[config.mk]
export PLATFORM = sky130hd
export DESIGN_NAME = alu8_flags_unit
export DESIGN_NICKNAME = d
export VERILOG_FILES = /design/src/rtl/alu8_pkg.sv /design/src/rtl/alu8_adder.sv /design/src/rtl/alu8_bitops.sv /design/src/rtl/alu8_flag_reg.sv /design/src/rtl/alu8_flags_unit.sv
export SDC_FILE = /design/constraint.sdc
export NUM_CORES = 1
export LEC_CHECK = 0
export BUFFER_PORTS_ARGS = -buffer_cell sky130_fd_sc_hd__clkbuf_2
export CORE_ASPECT_RATIO = 0.7
export CORE_MARGIN = 2
export CORE_UTILIZATION = 60
export DETAILED_ROUTE_END_ITERATION = 7
export PLACE_DENSITY = 0.88
export SYNTH_ARGS = -nofsm -noshare
export SYNTH_HDL_FRONTEND = slang
export SYNTH_SLANG_ARGS = --single-unit
[constraint.sdc]
create_clock -name clk -period 7.6 [get_ports clk]
set_input_delay 1.52 -clock clk [delete_from_list [all_inputs] [get_ports clk]]
set_output_delay 1.52 -clock clk [all_outputs]
set_load 0.005 [all_outputs]
[src/rtl/alu8_pkg.sv]
package alu8_pkg;

    localparam int ALU_W = 8;
    localparam int OP_W  = 4;

    typedef enum logic [OP_W-1:0] {
        OP_ADD = 4'd0,
        OP_ADC = 4'd1,
        OP_SUB = 4'd2,
        OP_SBB = 4'd3,
        OP_AND = 4'd4,
        OP_OR  = 4'd5,
        OP_XOR = 4'd6,
        OP_CMA = 4'd7,
        OP_INR = 4'd8,
        OP_DCR = 4'd9,
        OP_RLC = 4'd10,
        OP_RRC = 4'd11,
        OP_RAL = 4'd12,
        OP_RAR = 4'd13,
        OP_CLR = 4'd14,
        OP_CMC = 4'd15
    } alu_op_e;

    // condition set, most significant field first
    typedef struct packed {
        logic s;
        logic z;
        logic ac;
        logic p;
        logic cy;
    } alu_flags_t;

    // which flag groups an operation is allowed to rewrite
    typedef struct packed {
        logic szp;
        logic ac;
        logic cy;
    } flag_wr_t;

    function automatic logic even_par(input logic [ALU_W-1:0] v);
        return ~^v;
    endfunction

    function automatic flag_wr_t op_flag_mask(input alu_op_e op);
        flag_wr_t m;
        unique case (op)
            OP_ADD, OP_ADC, OP_SUB, OP_SBB,
            OP_AND, OP_OR, OP_XOR, OP_CLR:   m = '{szp: 1'b1, ac: 1'b1, cy: 1'b1};
            OP_INR, OP_DCR:                  m = '{szp: 1'b1, ac: 1'b1, cy: 1'b0};
            OP_RLC, OP_RRC, OP_RAL, OP_RAR,
            OP_CMC:                          m = '{szp: 1'b0, ac: 1'b0, cy: 1'b1};
            default:                         m = '{szp: 1'b0, ac: 1'b0, cy: 1'b0};
        endcase
        return m;
    endfunction

    function automatic logic is_arith(input alu_op_e op);
        return op inside {OP_ADD, OP_ADC, OP_SUB, OP_SBB, OP_INR, OP_DCR};
    endfunction

endpackage

[src/rtl/alu8_adder.sv]
module alu8_adder #(
    parameter int DW = 8
) (
    input  logic [DW-1:0] x_i,
    input  logic [DW-1:0] y_i,
    input  logic          cin_i,
    output logic [DW-1:0] sum_o,
    output logic          cout_o,
    output logic          hcout_o
);
    localparam int LO = DW / 2;
    localparam int HI = DW - LO;

    logic [LO:0] lo_sum;
    logic [HI:0] hi_sum;

    always_comb begin
        lo_sum  = {1'b0, x_i[LO-1:0]} + {1'b0, y_i[LO-1:0]} + {{LO{1'b0}}, cin_i};
        hi_sum  = {1'b0, x_i[DW-1:LO]} + {1'b0, y_i[DW-1:LO]} + {{HI{1'b0}}, lo_sum[LO]};
        sum_o   = {hi_sum[HI-1:0], lo_sum[LO-1:0]};
        cout_o  = hi_sum[HI];
        hcout_o = lo_sum[LO];
    end
endmodule

[src/rtl/alu8_bitops.sv]
module alu8_bitops
    import alu8_pkg::*;
#(
    parameter int DW = ALU_W
) (
    input  alu_op_e       op_i,
    input  logic [DW-1:0] a_i,
    input  logic [DW-1:0] b_i,
    input  logic          cy_i,
    output logic [DW-1:0] res_o,
    output logic          cy_o
);
    always_comb begin
        res_o = a_i;
        cy_o  = 1'b0;
        unique case (op_i)
            OP_AND: res_o = a_i & b_i;
            OP_OR:  res_o = a_i | b_i;
            OP_XOR: res_o = a_i ^ b_i;
            OP_CMA: res_o = ~a_i;
            OP_RLC: begin res_o = {a_i[DW-2:0], a_i[DW-1]}; cy_o = a_i[DW-1]; end
            OP_RRC: begin res_o = {a_i[0], a_i[DW-1:1]};    cy_o = a_i[0];    end
            OP_RAL: begin res_o = {a_i[DW-2:0], cy_i};      cy_o = a_i[DW-1]; end
            OP_RAR: begin res_o = {cy_i, a_i[DW-1:1]};      cy_o = a_i[0];    end
            OP_CLR: res_o = '0;
            OP_CMC: begin res_o = a_i; cy_o = ~cy_i; end
            default: res_o = a_i;
        endcase
    end
endmodule

[src/rtl/alu8_flag_reg.sv]
module alu8_flag_reg
    import alu8_pkg::*;
(
    input  logic       clk,
    input  logic       rst,
    input  logic       upd_i,
    input  flag_wr_t   wr_i,
    input  alu_flags_t nxt_i,
    output alu_flags_t q_o
);
    always_ff @(posedge clk) begin
        if (rst) begin
            q_o <= '0;
        end else if (upd_i) begin
            if (wr_i.szp) begin
                q_o.s <= nxt_i.s;
                q_o.z <= nxt_i.z;
                q_o.p <= nxt_i.p;
            end
            if (wr_i.ac) q_o.ac <= nxt_i.ac;
            if (wr_i.cy) q_o.cy <= nxt_i.cy;
        end
    end
endmodule

[src/rtl/alu8_flags_unit.sv]
module alu8_flags_unit
    import alu8_pkg::*;
#(
    parameter int DW = ALU_W
) (
    input  logic              clk,
    input  logic              rst,
    input  logic [OP_W-1:0]   op_i,
    input  logic [DW-1:0]     acc_i,
    input  logic [DW-1:0]     opnd_i,
    input  logic              upd_i,
    output logic [DW-1:0]     result_o,
    output logic [4:0]        flags_o,
    output logic [2*DW-1:0]   status_o
);
    alu_op_e     op;
    alu_flags_t  flg_q;
    alu_flags_t  flg_d;
    flag_wr_t    wr;

    logic [DW-1:0] add_y;
    logic          add_cin;
    logic [DW-1:0] add_sum;
    logic          add_cout;
    logic          add_hc;
    logic [DW-1:0] bit_res;
    logic          bit_cy;
    logic          sub_mode;
    logic [DW-1:0] fbyte;

    assign op = alu_op_e'(op_i);

    // operand shaping for the shared adder
    always_comb begin
        add_y    = opnd_i;
        add_cin  = 1'b0;
        sub_mode = 1'b0;
        unique case (op)
            OP_ADC: add_cin = flg_q.cy;
            OP_SUB: begin add_y = ~opnd_i; add_cin = 1'b1;      sub_mode = 1'b1; end
            OP_SBB: begin add_y = ~opnd_i; add_cin = ~flg_q.cy; sub_mode = 1'b1; end
            OP_INR: begin add_y = '0;      add_cin = 1'b1; end
            OP_DCR: begin add_y = '1;      add_cin = 1'b0; end
            default: ;
        endcase
    end

    alu8_adder #(.DW(DW)) u_add (
        .x_i    (acc_i),
        .y_i    (add_y),
        .cin_i  (add_cin),
        .sum_o  (add_sum),
        .cout_o (add_cout),
        .hcout_o(add_hc)
    );

    alu8_bitops #(.DW(DW)) u_bits (
        .op_i (op),
        .a_i  (acc_i),
        .b_i  (opnd_i),
        .cy_i (flg_q.cy),
        .res_o(bit_res),
        .cy_o (bit_cy)
    );

    assign result_o = is_arith(op) ? add_sum : bit_res;
    assign wr       = op_flag_mask(op);

    always_comb begin
        flg_d.s  = result_o[DW-1];
        flg_d.z  = (result_o == '0);
        flg_d.p  = even_par(result_o);
        flg_d.ac = is_arith(op) ? add_hc : 1'b0;
        if (is_arith(op))
            flg_d.cy = sub_mode ? ~add_cout : add_cout;
        else
            flg_d.cy = bit_cy;
    end

    alu8_flag_reg u_flags (
        .clk  (clk),
        .rst  (rst),
        .upd_i(upd_i),
        .wr_i (wr),
        .nxt_i(flg_d),
        .q_o  (flg_q)
    );

    always_comb begin
        fbyte    = '0;
        fbyte[7] = flg_q.s;
        fbyte[6] = flg_q.z;
        fbyte[4] = flg_q.ac;
        fbyte[2] = flg_q.p;
        fbyte[0] = flg_q.cy;
    end

    assign flags_o  = flg_q;
    assign status_o = {acc_i, fbyte};
endmodule

==> impl_metrics.tcl, run 1 <==
set metrics [dict create \
    swShare 0.459 \
    clk_pin_slew_ns 0.04 \
    ys.flop_type "dfxtp_1" \
    grt_max_degree 34 \
    h-tree-depth 1 \
    reg_top3 "u_flags.q_o: 5 flops" \
    wl_per_cell_um 17.6 \
    timing.final.crit_share 0.875 \
    final_common_cell "clkbuf_2" \
    power_switching_uw 123 \
    drv_cap 0 \
    synth_cell_type_count 62 \
    required_ns 6.08 \
    cts.path.max_buffers 2 \
    first_pass_iters 5 \
    syn2layout_area_growth_pct 7.79 \
    path_class "in2out" \
    final_layout_size_suffix_gt1_frac 0.215 \
    syn_area_um2 2100 \
    slew_headroom 0.511 \
    post_cts_resized 0 \
    start_util 0.647 \
    setup_tns_ns 0 \
    avgViaCountPerCell 6.54 \
    ios 52 \
    io_buffer_count 48 \
    period_minus_slack_ns 6.65 \
    num_rows 17 \
    final_util 0.697 \
    synth-seq-cells 5 \
    crit_arrival_ns 5.13 \
    die_h_um 53.6 \
    layout.nets 371 \
    gp_congestion 0.945 \
    cts_made_buffers 3 \
    largest_reg_flops 5 \
    cts_tree "built" \
    pwr_density_cell_nw_per_um2 118 \
    clk_latency_ns 0.23 \
    status "complete, no violations" \
    postCtsSetupRepairBufs 0 \
    path_max_fanout 8 \
    async_flop_share 0 \
    cts_sinks 5 \
    cp-end-kind "output pin" \
    dr.first_iter.drc_count 330 \
    ys.warnings.count 0 \
    slew_viol_final 0 \
    rsz0062_at_grt "no" \
    root_buffer "clkbuf_8" \
    synth.avg_cell_area_um2 7.18 \
    leakage_uw 0.00109 \
    max_flop_register "u_flags.q_o" \
    power_frac_seq 0.122 \
    die_w_um 74.8 \
    fin_worst_skew_ns 0.00228 \
    cts_hold_buf 0 \
    ys_seq_area_frac 0.0476 \
    vdd_drop_max_uv 63.2 \
    coreArea_um2 3250 \
    antenna_found_initial 0 \
    hold_class "reg2reg" \
    overflow 0 \
    synth_edf_count 0 \
    tightest_slew_ns 0.733 \
    clkPwrFrac 0.191 \
    drt-total-wl_mm 6.40 \
    first_global_vias 2031 \
    netlist_instances 293 \
    finalSetupViolCount 0 \
    grt_first_pass_wirelength_mm 10.0 \
    ant_nets 0 \
    combPwrFrac 0.687 \
    hpwl_mm 4.84 \
    timing.fmax_ghz 0.150 \
    final_cell_mix "clkbuf_2 (48), a21oi_1 (33), ha_1 (26)" \
    rrSetupSlack_ns 3.31 \
    grt_usage 0.335 \
    hold_viol 0 \
    p_int_uw 145 \
    via_count 2379 \
    startpoint_type "input pin" \
    die_area_um2 4000 \
    antenna_cells 0 \
    drc_errors 0 \
]
==> area by class of cell <==
class | instances | area (um^2)
Clock buffer | 4 | 45.0
Fill cell | 284 | 986
Inverter | 25 | 93.8
Multi-Input combinational cell | 231 | 1700
Sequential cell | 5 | 100
Tap cell | 47 | 58.8
Timing Repair Buffer | 52 | 270
==> cell usage after synthesis (5+ instances only) <==
cell | instances | share of area
o21ai_0 | 5 | 0.012
xnor2_1 | 6 | 0.025
ha_1 | 26 | 0.15
mux2i_1 | 8 | 0.038
nand2_1 | 21 | 0.037
a21oi_1 | 33 | 0.078
a211oi_1 | 10 | 0.036
dfxtp_1 | 5 | 0.048
buf_2 | 9 | 0.021
nand3_1 | 5 | 0.012
a31oi_1 | 5 | 0.015
nor2_1 | 24 | 0.043
inv_1 | 23 | 0.041
o21ai_1 | 10 | 0.024
buf_4 | 21 | 0.075
==> per-layer routing <==
metal | routed length (um) | global-route usage | up-vias
li1 | - | - | 1104
met1 | 2790 | 0.490 | 1065
met2 | 2670 | 0.503 | 196
met3 | 837 | 0.0543 | 14
met4 | 101 | 0.104 | 0
met5 | 0 | 0 | -
==> per-stage QoR <==
step / total power (uW) / cell area [um^2] / hold WS [ns] / setup slack [ns] / std cells
after floorplan: 167 / 2110 / 0.455 / 1.40 / 295
after global placement: 208 / 2220 / 0.452 / 1.12 / 360
after detailed placement: 213 / 2220 / 0.456 / 1.06 / 360
after CTS: 265 / 2270 / 0.465 / 1.06 / 364
after global routing: 290 / 2270 / 0.502 / 0.793 / 364
final: 268 / 2270 / 0.465 / 0.949 / 364
==> power by group through the flow <==
stage / registers (uW) / clock network [uW] / logic (uW)
5_1_grt: 32.9 / 53.9 / 203
4_1_cts: 32.5 / 52.3 / 180
2_1_floorplan: 32.7 / 0 / 134
3_3_place_gp: 32.6 / 0 / 175
6_report: 32.7 / 51.1 / 184
3_5_place_dp: 32.8 / 0 / 180
==> cells by family after synthesis <==
kind of cell / after synthesis / synth area share
xor gates and xnor gates: 8 / 0.0333
DFF: 5 / 0.0476
adders and majority gates: 30 / 0.193
buffers and inverters: 59 / 0.148
other: 1 / 0.00178
and+or+nand+nor: 75 / 0.179
muxes: 11 / 0.0595
AOI/OAI and AO/OA: 104 / 0.338
==> worst paths after layout <==
path,startpoint,endpoint,cells past startpoint
min,u_flags.q_o[2]$_SDFFE_PP0P_,u_flags.q_o[2]$_SDFFE_PP0P_,2
max reg2reg,u_flags.q_o[0]$_SDFFE_PP0P_,u_flags.q_o[1]$_SDFFE_PP0P_,22
min reg2reg,u_flags.q_o[2]$_SDFFE_PP0P_,u_flags.q_o[2]$_SDFFE_PP0P_,2
max,op_i[2],result_o[5],18
==> worst max-delay path, cell delays in order <==
cell	delay, ns
clkbuf_2	0.16
nor2_1	0.55
mux2i_1	0.19
a21oi_1	0.18
a21oi_1	0.07
fa_1	0.43
inv_1	0.08
fa_1	0.21
inv_1	0.05
a21o_1	0.14
a21oi_1	0.23
fa_1	0.22
inv_1	0.06
fa_1	0.43
nand2_1	0.09
o31ai_1	0.10
a2111o_1	0.31
clkbuf_2	0.12
Power figures use the tool's default switching activity.
==> run 2: changes to the inputs <==
- clock period: 7.6 -> 8.5 ns (I/O delays scaled with it)
==> run 2 against run 1 <==
Critical path depth unchanged. Largest cell class unchanged. Non-clock buffer count is 2 lower. Count of clock-buffer cells in the layout did not move. Largest power group unchanged. Critical path type unchanged.
==> impl_metrics.tcl, run 2 (synthesis gave the netlist of run 1 again) <==
set metrics [dict create \
    status "complete, no violations" \
    slew_viol_final 0 \
    die_area_um2 4000 \
    clk_latency_ns 0.23 \
    grt_first_pass_wirelength_mm 9.72 \
    swShare 0.464 \
    min_path_cells 2 \
    cts.path.max_buffers 2 \
    grt_max_degree 38 \
    postCtsSetupRepairBufs 0 \
    stdcell_area_um2 2250 \
    tightest_slew_ns 0.724 \
    via_count 2411 \
    coreArea_um2 3250 \
    ant_nets 0 \
    period_minus_slack_ns 7.29 \
    hold_class "reg2reg" \
    first_pass_iters 7 \
    finalWorstSetupSlack_ns 1.21 \
    fin_worst_skew_ns 0.00505 \
    largest_reg_flops 5 \
    post_cts_resized 0 \
    clkPwrFrac 0.194 \
    combPwrFrac 0.686 \
    cts_sinks 5 \
    crit_arrival_ns 5.59 \
    num_rows 17 \
    ios 52 \
    root_buffer "clkbuf_8" \
    first_global_vias 1966 \
    required_ns 6.80 \
    p_int_uw 129 \
    finalSetupViolCount 0 \
    antenna_found_initial 0 \
    rsz0062_at_grt "no" \
    overflow 0 \
    path_max_fanout 31 \
    syn2layout_area_growth_pct 7.07 \
    reg_top3 "u_flags.q_o: 5 flops" \
    drv_cap 0 \
    path_class "in2out" \
    timing.final.crit_share 0.858 \
    cts_hold_buf 0 \
    postPlaceCellArea_um2 2210 \
    avgViaCountPerCell 6.66 \
    slew_headroom 0.516 \
    die_w_um 74.8 \
    drt-total-wl_mm 6.43 \
    timing.fmax_ghz 0.137 \
    final_layout_size_suffix_gt1_frac 0.210 \
    power_frac_seq 0.120 \
    rr_worst_depth 21 \
    hpwl_mm 4.78 \
    gp_congestion 0.954 \
    startpoint_type "input pin" \
    leakage_uw 0.00108 \
    drc_errors 0 \
    cts_tree "built" \
    grt_usage 0.322 \
    cts_made_buffers 3 \
    wl_per_cell_um 17.8 \
    hold_viol 0 \
    final_util 0.692 \
    final_cell_mix "clkbuf_2 (48), a21oi_1 (33), ha_1 (26)" \
    setup_tns_ns 0 \
    power_switching_uw 112 \
    dp_slack_ns 1.33 \
    cp-end-kind "output pin" \
    clk_pin_slew_ns 0.04 \
    start_util 0.647 \
    pwr_density_cell_nw_per_um2 107 \
    die_h_um 53.6 \
    max_flop_register "u_flags.q_o" \
    io_buffer_count 48 \
    vdd_drop_max_uv 66.2 \
    h-tree-depth 1 \
    final_common_cell "clkbuf_2" \
    dr.first_iter.drc_count 314 \
    antenna_cells 0 \
    layout.nets 369 \
]
==> run 2: layout make-up <==
class                           count  area, um^2
Multi-Input combinational cell    231        1700
Fill cell                         289        1000
Timing Repair Buffer               50         255
Sequential cell                     5         100
Inverter                           25        93.8
Tap cell                           47        58.8
Clock buffer                        4        45.0
==> run 2: metrics by stage <==
stage                     total power [uW]  hold WS (ns)  cells
after CTS                              238         0.465    362
after floorplan                        149         0.455    295
after global routing                   258         0.488    362
after global placement                 185         0.452    358
final                                  241         0.466    362
after detailed placement               189         0.462    358
==> run 2: path summary, 6_finish.rpt <==
kind | from | to | slack [ns]
setup / recovery | op_i[2] | result_o[6] | 1.21
hold / removal | u_flags.q_o[2]$_SDFFE_PP0P_ | u_flags.q_o[2]$_SDFFE_PP0P_ | 0.47
setup reg to reg | u_flags.q_o[0]$_SDFFE_PP0P_ | u_flags.q_o[1]$_SDFFE_PP0P_ | 4.19
hold reg to reg | u_flags.q_o[2]$_SDFFE_PP0P_ | u_flags.q_o[2]$_SDFFE_PP0P_ | 0.47
==> run 2: power groups by stage <==
stage | Sequential (uW) | Combinational [uW] | Clock, uW
6_report | 28.9 | 165 | 46.9
5_1_grt | 29.3 | 181 | 48.4
4_1_cts | 28.9 | 161 | 47.4
3_5_place_dp | 29.4 | 160 | 0
3_3_place_gp | 29.2 | 156 | 0
2_1_floorplan | 29.3 | 120 | 0
==> run 2: worst max-delay path, cell delays in order <==
cell and delay [ns]:
clkbuf_2 0.35, nor2_1 0.60, mux2i_1 0.15, a21oi_1 0.18, a21oi_1 0.07, fa_1 0.46
inv_1 0.09, fa_1 0.21, inv_1 0.07, a21o_1 0.15, a21oi_1 0.22, fa_1 0.23
inv_1 0.06, fa_1 0.42, xnor2_1 0.16, nor2_1 0.07, a311o_1 0.29, clkbuf_2 0.11
==> run 2: metal layers <==
layer / part of all wire / routed length (um) / global-route usage
met1: 0.42 / 2670 / 0.462
met2: 0.42 / 2680 / 0.457
met3: 0.15 / 983 / 0.107
met4: 0.015 / 96 / 0.0923
met5: 0 / 0 / 0
==> run 3: changes to the inputs <==
- CORE_UTILIZATION: 60 -> 55
- PLACE_DENSITY: 0.88 -> 0.82
==> run 3 against run 2 <==
First-iteration DRC count decreased by 6.7%. Highest routed layer unchanged. Flip-flop and latch count unchanged. Combinational power barely moved. Sequential share of layout area about the same. Final cell count grew 0.83%. Critical path depth stayed put. Critical endpoint unchanged. Hold slack got worse by 0.0089 ns. Critical path type unchanged.
==> impl_metrics.tcl, run 3 (synthesis gave the netlist of run 1 again) <==
set metrics [dict create \
    die_h_um 55.8 \
    cts_made_buffers 3 \
    required_ns 6.80 \
    dp_cells 361 \
    vdd_drop_max_uv 73.6 \
    crit_top_cell "fa_1" \
    wl_met2_mm 2.63 \
    grt_max_degree 33 \
    status "complete, no violations" \
    rr_worst_depth 22 \
    tightest_slew_ns 0.662 \
    drc_errors 0 \
    slew_viol_final 0 \
    hpwl_mm 4.89 \
    holdCritStartpoint "u_flags.q_o[3]$_SDFFE_PP0P_" \
    fin_cells 365 \
    h-tree-depth 1 \
    met1_length_mm 2.79 \
    layout.nets 369 \
    avgViaCountPerCell 6.47 \
    num_rows 18 \
    gp_congestion 0.971 \
    die_w_um 77.9 \
    slowest_delay_ns 0.54 \
    largest_reg_flops 5 \
    overflow 0 \
    crit_buf_inv 5 \
    root_buffer "clkbuf_8" \
    clk_pin_slew_ns 0.04 \
    rsz0062_at_grt "no" \
    clk_latency_ns 0.23 \
    hold_viol 0 \
    cts_hold_buf 0 \
    final_layout_size_suffix_gt1_frac 0.210 \
    first_global_vias 2032 \
    cts.path.max_buffers 2 \
    ant_nets 0 \
    wl_per_cell_um 17.3 \
    r2r-start "u_flags.q_o[0]$_SDFFE_PP0P_" \
    startpoint_type "input pin" \
    drv_cap 0 \
    min_path_cells 2 \
    slew_headroom 0.558 \
    antenna_cells 0 \
    final_cell_mix "clkbuf_2 (48), a21oi_1 (33), ha_1 (26)" \
    antenna_found_initial 0 \
    cts_tree "built" \
    setup_tns_ns 0 \
    pwr_density_cell_nw_per_um2 106 \
    via_count 2360 \
    final_common_cell "clkbuf_2" \
    dr_wl_met3_um 766 \
    timing.final.crit_share 0.847 \
    crit_arrival_ns 5.50 \
    drt-total-wl_mm 6.31 \
    start_util 0.584 \
    io_buffer_count 48 \
    path_max_fanout 31 \
    grt_usage 0.294 \
    post_cts_resized 0 \
    cts_sinks 5 \
    power_uw 240 \
    leakage_uw 0.00108 \
    postCtsSetupRepairBufs 0 \
    crit_path_cell_trace "clkbuf_2 > nor2_1 > mux2i_1 > a21oi_1 > a21oi_1 > fa_1 > inv_1 > fa_1 > inv_1 > a21o_1 > a21oi_1 > fa_1 > inv_1 > fa_1 > xnor2_1 > nor2_1 > a311o_1 > clkbuf_2" \
    hold_class "reg2reg" \
    reg_top3 "u_flags.q_o: 5 flops" \
    top_layer "met4" \
    first_pass_iters 5 \
    die_area_um2 4350 \
    fin_worst_skew_ns 0.00852 \
    max_flop_register "u_flags.q_o" \
    crit_slowest_cell "nor2_1" \
    crit_family "adder cells" \
    ios 52 \
    rrSetupSlack_ns 4.25 \
    hold_slack_ns 0.457 \
    cp.depth 18 \
    syn2layout_area_growth_pct 7.25 \
    grt_first_pass_wirelength_mm 10.3 \
    cp-end-kind "output pin" \
    timing.fmax_ghz 0.139 \
    coreArea_um2 3600 \
    finalSetupViolCount 0 \
    cp-startpoint "op_i[2]" \
    period_minus_slack_ns 7.20 \
    dr.first_iter.drc_count 293 \
    path_class "in2out" \
]
-- run 3: cell counts in the layout (fill, tap and decap cells not counted) --
Identical to the previous run, type by type.
-- run 3: layout make-up --
class	count	area, um^2
multi-input cells	231	1700
repair buffers	50	255
flip-flops and latches	5	100
fillers	344	1350
well taps	50	62.6
inverters	25	93.8
clock buffers	4	45.0
-- run 3: per-layer routing --
| layer | GRT usage | vias up |
|---|---|---|
| met4 | 0.100 | 0 |
| li1 | - | 1098 |
| met5 | 0 | - |
| met3 | 0.0341 | 13 |
| met2 | 0.414 | 177 |
| met1 | 0.455 | 1072 |
-- run 3: final timing paths --
kind | to
worst max register to register | u_flags.q_o[1]$_SDFFE_PP0P_
worst max-delay path | result_o[6]
worst min register to register | u_flags.q_o[3]$_SDFFE_PP0P_
worst min-delay path | u_flags.q_o[3]$_SDFFE_PP0P_
-- run 3: report_power, final --
part / internal [uW] / switching [uW]
Combinational: 70.3 / 93.6
Sequential: 26.5 / 2.85
Clock: 32.4 / 14.1
Total: 129 / 111
-- run 3: through the flow --
stage	instance area (um^2)	setup WS, ns	utilization
detailed placement	2210	1.37	0.614
finish	2260	1.30	0.626
global route	2260	1.06	0.626
floorplan	2110	1.94	-
global placement	2210	1.48	0.614
CTS	2260	1.36	0.626
-- run 3: tightest hold or removal path, delay by kind of cell (launching register included) --
kind	cells	cell delay, ns
and+or+nand+nor	1	0.05
AOI/OAI and AO/OA	1	0.05
DFF	1	0.31
